--- config.mk ---
export PLATFORM = sky130hd
export DESIGN_NAME = prediv_clkgen
export DESIGN_NICKNAME = d
export VERILOG_FILES = /design/src/rtl/prediv_pkg.sv /design/src/rtl/prediv_cfg_decode.sv /design/src/rtl/prediv_src_mux.sv /design/src/rtl/prediv_phase_fsm.sv /design/src/rtl/prediv_clkgen.sv
export SDC_FILE = /design/constraint.sdc
export NUM_CORES = 1
export LEC_CHECK = 0
export BUFFER_PORTS_ARGS = -buffer_cell sky130_fd_sc_hd__buf_2
export CAP_MARGIN = 20
export CORE_MARGIN = 4
export CORE_UTILIZATION = 55
export CTS_CLUSTER_SIZE = 28
export DETAILED_ROUTE_END_ITERATION = 6
export PLACE_DENSITY = 0.75
export SLEW_MARGIN = 20
export SYNTH_ARGS = -nofsm -noshare
export SYNTH_HDL_FRONTEND = slang
export SYNTH_SLANG_ARGS = --single-unit
--- constraint.sdc ---
create_clock -name clk -period 6.63 [get_ports clk]
set_clock_uncertainty 0.2 [all_clocks]
set_input_delay 0.9945 -clock clk [delete_from_list [all_inputs] [get_ports clk]]
set_output_delay 0.9945 -clock clk [all_outputs]
set_load 0.05 [all_outputs]
--- src/rtl/prediv_pkg.sv ---
package prediv_pkg;

    localparam int CTRL_W    = 16;
    localparam int EN_BIT    = 15;
    localparam int ESEL_BIT  = 14;
    localparam int PSEL_BIT  = 13;
    localparam int PCODE_LSB = 8;
    localparam int PCODE_W   = 2;
    localparam int DIV_LSB   = 0;
    localparam int MAX_RATIO = 6;     // twice the largest pre-divide (3)

    typedef enum logic [1:0] {
        ST_IDLE = 2'd0,
        ST_HIGH = 2'd1,
        ST_LOW  = 2'd2
    } phase_t;

    // esel clear picks source 0 regardless of psel
    function automatic logic [1:0] src_of(input logic esel, input logic psel);
        if (!esel)
            return 2'd0;
        else if (!psel)
            return 2'd1;
        else
            return 2'd2;
    endfunction

endpackage

--- src/rtl/prediv_cfg_decode.sv ---
module prediv_cfg_decode
    import prediv_pkg::*;
#(
    parameter int DIV_W   = 7,
    parameter int MIN_DIV = 2,
    parameter int CNT_W   = 10
) (
    input  logic [CTRL_W-1:0] ctrl,
    output logic              en,
    output logic [1:0]        src,
    output logic              valid,
    output logic [CNT_W-1:0]  hi_len,
    output logic [CNT_W-1:0]  lo_len
);

    logic [PCODE_W-1:0] pcode;
    logic [DIV_W-1:0]   divv;
    logic [2:0]         ratio;
    logic [CNT_W-1:0]   total;
    logic               unused_bits;

    assign en    = ctrl[EN_BIT];
    assign src   = src_of(ctrl[ESEL_BIT], ctrl[PSEL_BIT]);
    assign pcode = ctrl[PCODE_LSB +: PCODE_W];
    assign divv  = ctrl[DIV_LSB +: DIV_W];
    assign unused_bits = ^{ctrl[12:10], ctrl[7]};

    // doubled pre-divide ratio: 4, 5 or 6
    assign ratio = {1'b0, pcode} + 3'd3;
    assign total = CNT_W'(ratio) * CNT_W'(divv);

    assign valid  = (pcode != '0) && (int'(divv) >= MIN_DIV);
    assign lo_len = total >> 1;
    assign hi_len = (total >> 1) + {{(CNT_W-1){1'b0}}, total[0]};

endmodule

--- src/rtl/prediv_src_mux.sv ---
module prediv_src_mux #(
    parameter int N_SRC = 3,
    parameter int SEL_W = 2
) (
    input  logic [N_SRC-1:0] ref_tick,
    input  logic [SEL_W-1:0] sel,
    output logic             tick
);

    logic [N_SRC-1:0] hit;

    for (genvar g = 0; g < N_SRC; g++) begin : g_src
        assign hit[g] = ref_tick[g] && (sel == SEL_W'(g));
    end

    assign tick = |hit;

endmodule

--- src/rtl/prediv_phase_fsm.sv ---
module prediv_phase_fsm
    import prediv_pkg::*;
#(
    parameter int CNT_W = 10,
    parameter int SEL_W = 2
) (
    input  logic             clk,
    input  logic             rst_n,
    input  logic             en,
    input  logic             valid,
    input  logic [SEL_W-1:0] live_src,
    input  logic [CNT_W-1:0] live_hi,
    input  logic [CNT_W-1:0] live_lo,
    input  logic             tick,
    output logic [SEL_W-1:0] use_src,
    output logic             clk_out,
    output logic             clk_en
);

    phase_t           state, nxt_state;
    logic [CNT_W-1:0] cnt, nxt_cnt;
    logic [CNT_W-1:0] sh_hi, sh_lo;
    logic [SEL_W-1:0] sh_src;
    logic             load;

    localparam logic [CNT_W-1:0] ONE = CNT_W'(1);

    assign use_src = (state == ST_IDLE) ? live_src : sh_src;

    always_comb begin
        nxt_state = state;
        nxt_cnt   = cnt;
        load      = 1'b0;
        unique case (state)
            ST_IDLE: begin
                nxt_cnt = '0;
                if (en && valid && tick) begin          // start
                    nxt_state = ST_HIGH;
                    nxt_cnt   = ONE;
                    load      = 1'b1;
                end
            end
            ST_HIGH: begin
                if (!en) begin                          // off
                    nxt_state = ST_IDLE;
                    nxt_cnt   = '0;
                end else if (tick) begin
                    if (cnt == sh_hi) begin             // half
                        nxt_state = ST_LOW;
                        nxt_cnt   = ONE;
                    end else begin
                        nxt_cnt = cnt + ONE;
                    end
                end
            end
            ST_LOW: begin
                if (!en) begin                          // off
                    nxt_state = ST_IDLE;
                    nxt_cnt   = '0;
                end else if (tick) begin
                    if (cnt == sh_lo) begin
                        if (valid) begin                // wrap
                            nxt_state = ST_HIGH;
                            nxt_cnt   = ONE;
                            load      = 1'b1;
                        end else begin                  // stop
                            nxt_state = ST_IDLE;
                            nxt_cnt   = '0;
                        end
                    end else begin
                        nxt_cnt = cnt + ONE;
                    end
                end
            end
            default: begin
                nxt_state = ST_IDLE;
                nxt_cnt   = '0;
            end
        endcase
    end

    // state register
    always_ff @(posedge clk or negedge rst_n) begin
        if (!rst_n) begin
            state  <= ST_IDLE;
            cnt    <= '0;
            sh_hi  <= '0;
            sh_lo  <= '0;
            sh_src <= '0;
        end else begin
            state <= nxt_state;
            cnt   <= nxt_cnt;
            if (load) begin
                sh_hi  <= live_hi;
                sh_lo  <= live_lo;
                sh_src <= live_src;
            end
        end
    end

    // outputs
    always_ff @(posedge clk or negedge rst_n) begin
        if (!rst_n) begin
            clk_out <= 1'b0;
            clk_en  <= 1'b0;
        end else begin
            clk_out <= (nxt_state == ST_HIGH);
            clk_en  <= (nxt_state == ST_HIGH) && (state != ST_HIGH);
        end
    end

endmodule

--- src/rtl/prediv_clkgen.sv ---
module prediv_clkgen
    import prediv_pkg::*;
#(
    parameter int DIV_W   = 7,
    parameter int MIN_DIV = 2,
    parameter int N_SRC   = 3
) (
    input  logic              clk,
    input  logic              rst_n,
    input  logic [N_SRC-1:0]  ref_tick,
    input  logic [CTRL_W-1:0] ctrl,
    output logic              clk_en,
    output logic              clk_out
);

    localparam int MAX_TOTAL = MAX_RATIO * ((1 << DIV_W) - 1);
    localparam int CNT_W     = $clog2(MAX_TOTAL + 1);
    localparam int SEL_W     = 2;

    logic             en, valid, tick;
    logic [1:0]       src;
    logic [SEL_W-1:0] use_src;
    logic [CNT_W-1:0] hi_len, lo_len;

    prediv_cfg_decode #(
        .DIV_W   (DIV_W),
        .MIN_DIV (MIN_DIV),
        .CNT_W   (CNT_W)
    ) u_dec (
        .ctrl   (ctrl),
        .en     (en),
        .src    (src),
        .valid  (valid),
        .hi_len (hi_len),
        .lo_len (lo_len)
    );

    prediv_src_mux #(
        .N_SRC (N_SRC),
        .SEL_W (SEL_W)
    ) u_mux (
        .ref_tick (ref_tick),
        .sel      (use_src),
        .tick     (tick)
    );

    prediv_phase_fsm #(
        .CNT_W (CNT_W),
        .SEL_W (SEL_W)
    ) u_fsm (
        .clk      (clk),
        .rst_n    (rst_n),
        .en       (en),
        .valid    (valid),
        .live_src (src),
        .live_hi  (hi_len),
        .live_lo  (lo_len),
        .tick     (tick),
        .use_src  (use_src),
        .clk_out  (clk_out),
        .clk_en   (clk_en)
    );

endmodule

* Word-level counts from Yosys, hierarchy flattened *
Index checks and enable logic that the tools add are counted.

operators by class
  bitwise operators = 0
  multipliers = 1
  add/sub/neg operators = 3
  divide/modulo/power cells = 0
  order comparisons = 1
  muxes and demuxes = 27
  reduce and logical (&&, ||, !) cells = 12
  shift operators = 0
  equality and inequality tests = 10

operators with widths
  kind                     count
  $mux W10                 6
  $pmux W10 S3             1
  $mux W2                  10
  $add A10 B1 Y10 const B  1
  $add A9 B1 Y10           1
  $eq A10 B10 Y1           1
  $eq A10 B9 Y1            1
  $mul A3 B7 Y10           1
  $mux W1                  8
  $ge A7 B2 Y1 const B     1
  $logic_and A1 B1 Y1      7
  $eq A2 B1 Y1 const B     3
  $ne A3 B2 Y1 const B     2
  $pmux W2 S3              1
  $eq A2 B2 Y1 const B     2
  $logic_not A2 Y1         2
  $add A2 B2 Y3 const B    1
  $reduce_or A3 Y1         1
  $ne A2 B1 Y1 const B     1
  $pmux W1 S2              1
  $reduce_and A2 Y1        1
  $reduce_bool A2 Y1       1

word-level totals
  word-level logic and storage cells = 61
  memory bits (writable) = 0
  memories = 0
  input port bits = 21
  flip-flop bits (word level) = 35
  bits in latches = 0
  memory bits (read-only) = 0

* Depth between registers and ports, before layout *
  depth in word-level cells = 11
  depth in mapped cells = 13
  depth with buffers taken out = 13

* Cells and area by module *
Synthesis repeated with hierarchy kept, for this count alone.

second synthesis, totals
  cells, all modules = 270
  area, all modules = 2796.4 um^2

modules (own cells, without submodules)
  module             cells an instance  instances  seq. area each (um^2)  area each (um^2)
  prediv_phase_fsm   162                1          900.9                  1944.4
  prediv_cfg_decode  105                1          0.0                    829.5
  prediv_src_mux     3                  1          0.0                    22.5

* Worst setup path after synthesis *
No wires, ideal clock.

  path type = input to register
  start = in ctrl[8]
  end = reg u_fsm.sh_hi[8]
  setup time = 0.076 ns
  buffers on the path = 0
  data arrival time = 3.937 ns
  cell stages on the path = 13
  slack = 2.417 ns
  cells stage by stage = inv_1 -> ha_1 -> nor2b_1 -> fa_1 -> ha_1 -> fa_1 -> a21o_1 -> a221o_1 -> a21oi_1 -> xor2_1 -> nor3_1 -> xor2_1 -> o21ai_1

between the ends
  longest elaborated chain between the ends = 7

RTL lines
  element                                                 RTL line                text
  start: declaration                                      prediv_clkgen.sv:11     input logic [CTRL_W-1:0] ctrl,
  branches (longest 7 deep; another with $mul A3 B7 Y10)  -
  end signal: assignment                                  prediv_phase_fsm.sv:94  sh_hi <= live_hi;
  end: declaration                                        prediv_phase_fsm.sv:22  logic [CNT_W-1:0] sh_hi, sh_lo;

Several ways; the timed one is not identified.
A chain may end at the register's enable or synchronous reset.

* Worst setup path in the final report *
Same ends and word-level chain as after synthesis.

==> results.toml <==
[timing]
hold_viol_final = 0
worstMarginPinSlew_ns = 0.7634
rsz0062_at_grt = "no"
slew_headroom_pct = 49.11
slew_violations = 0
period_share_pct = 65.93
finalSetupViolations = 0
min_period_ns = 4.371
setup_tns_ns = 0
max_freq_mhz = 228.8

[critical_path]
reg2reg_depth = 6
end_kind = "register"
crit_type = "input pin to register"
startpoint_type = "input pin"
cp.arrival_ns = 4.37
worst_ep_required_time_ns = 6.63
cp_max_fo = 7

[cts]
cts_root_buf = "clkbuf_8"
post-cts-setup-buffers = 0
clock_sinks = 35
h-tree-depth = 2
ctsResizeCount = 0
cts-hold-fix-buffers = 0
cts_tree = "yes"
cts_buffers = 5
worstSkewPairLatency_ns = 0.29
path_clk_slew_ns = 0.07
clk_path_buf_depth = 2

[floorplanning]
fp.dieH_um = 75.79
coreArea_mm2 = 0.004414
start_util_pct = 57.26
io_pins = 23
rows = 24
die_x_um = 75.79
dieArea_mm2 = 0.005744

[detailed_routing]
avgViaCountPerCell = 5.495
drt_pass1_iterations = 4
detail_route.iter0.violations = 128
drc = 0
vias = 1808
routed_wl_um = 4598
final_antenna_net_count = 0
wl_per_cell_um = 13.98

[placement]
hpwl_um = 3515
place_congestion = 0.8490
numPortBuffers = 18
placed_cells = 321

[pwr]
leakagePower_nw = 1.286
p_int_w = 0.0004799
power_switching_w = 0.0002821
clkPwrFrac_pct = 19.4
vdd_drop_max_v = 0.00009585
total_power_w = 0.0007620
swShare_pct = 37.02
power_density_mw_per_mm2 = 283.5
p_comb_share_pct = 37.0
seqPwrFrac_pct = 43.6

[logic_synthesis]
synth.distinct_cells = 45
syn_area_mm2 = 0.002527
synth-seq-cells = 35
avgSynthCellArea_um2 = 9.647
ys_seq_area_share_pct = 34.65
syn_nets = 302
synth_cells = 262
yosys_warnings = 0

[global_routing]
grt-ovfl-total = 0
antenna_found_initial = 0
first_global_vias = 1817
grt_usage_pct = 18.62
grt_pass1_wl_um = 8100
grt_max_degree = 39

[job]
maxCapViolations = 0

[final_layout]
antennaDiodeCount = 0
drive_above_1_share_pct = 13.36
area_growth_pct = 6.337
final_nets = 316
fillers = 390
instances_no_fill = 329

[run_status]
status = "finished, final reports clean"

[hold_path]
worstHoldPathType = "register to register"
hold_depth = 2
[kinds of logic after synthesis]
family,synth area share [%]
compound gates,11.63
xor+xnor,13.51
fa+ha+maj,11.58
buf+inv,4.950
flops,34.65
mux,3.911
simple gates,19.75
[final timing paths]
kind | slack [ns] | start | to
max | 2.26 | ctrl[8] | u_fsm.sh_hi[8]$_DFFE_PN0P_
min | 0.28 | u_fsm.sh_src[0]$_DFFE_PN0P_ | u_fsm.sh_src[0]$_DFFE_PN0P_
max reg2reg | 3.67 | u_fsm.cnt[0]$_DFFE_PN0P_ | u_fsm.sh_hi[0]$_DFFE_PN0P_
min reg2reg | 0.28 | u_fsm.sh_src[0]$_DFFE_PN0P_ | u_fsm.sh_src[0]$_DFFE_PN0P_
max in group asynchronous | 5.17 | rst_n | u_fsm.sh_lo[2]$_DFFE_PN0P_
min in group asynchronous | 0.58 | rst_n | u_fsm.state[0]$_DFF_PN0_
[cell usage after synthesis]
cell type,count,share of area [%]
nand4_1,11,2.7
nand2b_1,9,2.2
buf_6,4,1.8
and2_1,1,0.25
mux2i_1,2,0.79
xor2_1,20,6.9
a21oi_1,9,1.8
o2bb2ai_1,1,0.35
nand2_2,1,0.25
o2111ai_4,1,1.0
o21ai_1,13,2.6
a21boi_2,1,0.45
nor3_1,2,0.40
or4_1,1,0.30
o21ai_2,1,0.35
nand3_1,4,0.79
clkbuf_1,3,0.45
nor2b_1,10,2.5
o21ai_0,4,0.79
nand3_2,1,0.40
buf_2,4,0.79
maj3_1,1,0.40
inv_2,1,0.15
dfrtp_1,35,35
mux2_1,7,3.1
o41ai_2,1,0.64
and3_4,1,0.45
nor2_1,17,2.5
or4b_4,1,0.54
fa_1,6,4.8
a21o_1,5,1.5
nand4b_1,1,0.35
a21oi_2,1,0.35
ha_1,13,6.4
a41o_1,1,0.40
xnor2_1,19,6.6
nand2_1,26,3.9
a221o_1,1,0.40
nor2b_2,1,0.35
o31ai_1,1,0.30
o21bai_4,1,0.74
nor4_1,3,0.74
nor3_2,1,0.40
inv_1,12,1.8
and3_1,3,0.74
[power by group through the flow]
stage	clock network (W)	logic [W]	registers (W)
floorplan	0	0.000240	0.000322
global placement	0	0.000274	0.000335
detailed placement	0	0.000283	0.000337
CTS	0.000151	0.000286	0.000333
global route	0.000162	0.000318	0.000340
finish	0.000148	0.000282	0.000332
[placed cells by master, fill, tap and decap left out, types with 2 or more instances in the layout]
master	synthesis	final
a21o_1	5	5
a21oi_1	9	9
and3_1	3	3
buf_2	4	18
clkbuf_1	3	2
clkbuf_8	0	5
dfrtp_1	35	35
fa_1	6	6
ha_1	13	13
inv_1	12	12
mux2_1	7	7
mux2i_1	2	2
nand2_1	26	26
nand2b_1	9	9
nand3_1	4	4
nand4_1	11	11
nor2_1	17	17
nor2b_1	10	10
nor3_1	2	2
nor4_1	3	3
o21ai_0	4	4
o21ai_1	13	13
xnor2_1	19	19
xor2_1	20	20
[area by class of cell]
cell class | count | area (um^2) | area share [%]
clock buffers | 7 | 76.32 | 2.840
clock inverters | 1 | 5.005 | 0.1862
inverters | 13 | 48.80 | 1.816
multi-input cells | 203 | 1526 | 56.80
flip-flops and latches | 35 | 875.8 | 32.59
well taps | 52 | 65.06 | 2.421
repair buffers | 18 | 90.09 | 3.352
[worst max-delay path, stage by stage]
cell and delay [ns]:
buf_2 0.11, inv_1 0.09, ha_1 0.40, nor2b_1 0.19, fa_1 0.44, ha_1 0.24, fa_1 0.41, a21o_1 0.22
a221o_1 0.32, a21oi_1 0.18, xor2_1 0.38, nor3_1 0.11, xor2_1 0.15, o21ai_1 0.12
[state kept, by name, summed over array words and instances (netlist names)]
signal         cells
u_fsm.state        2
u_fsm.clk_out      1
u_fsm.cnt         10
u_fsm.sh_lo        9
u_fsm.clk_en       1
u_fsm.sh_hi       10
u_fsm.sh_src       2
[per-stage QoR]
stage	cell area, um^2	setup slack, ns	utilization (%)	hold WS (ns)
2_1_floorplan	2527	2.417	-	0.2456
3_3_place_gp	2606	2.015	59.04	0.2636
3_5_place_dp	2606	1.926	59.04	0.2692
4_1_cts	2688	2.222	60.88	0.2865
5_1_grt	2688	2.049	60.88	0.3269
6_report	2688	2.259	60.88	0.2825
[layer usage]
layer	GRT usage (%)	share of wire (%)
met1	22.42	44
met2	32.41	51
met3	3.826	4.1
met4	7.184	1.7
met5	0	0
Power figures use the tool's default switching activity.
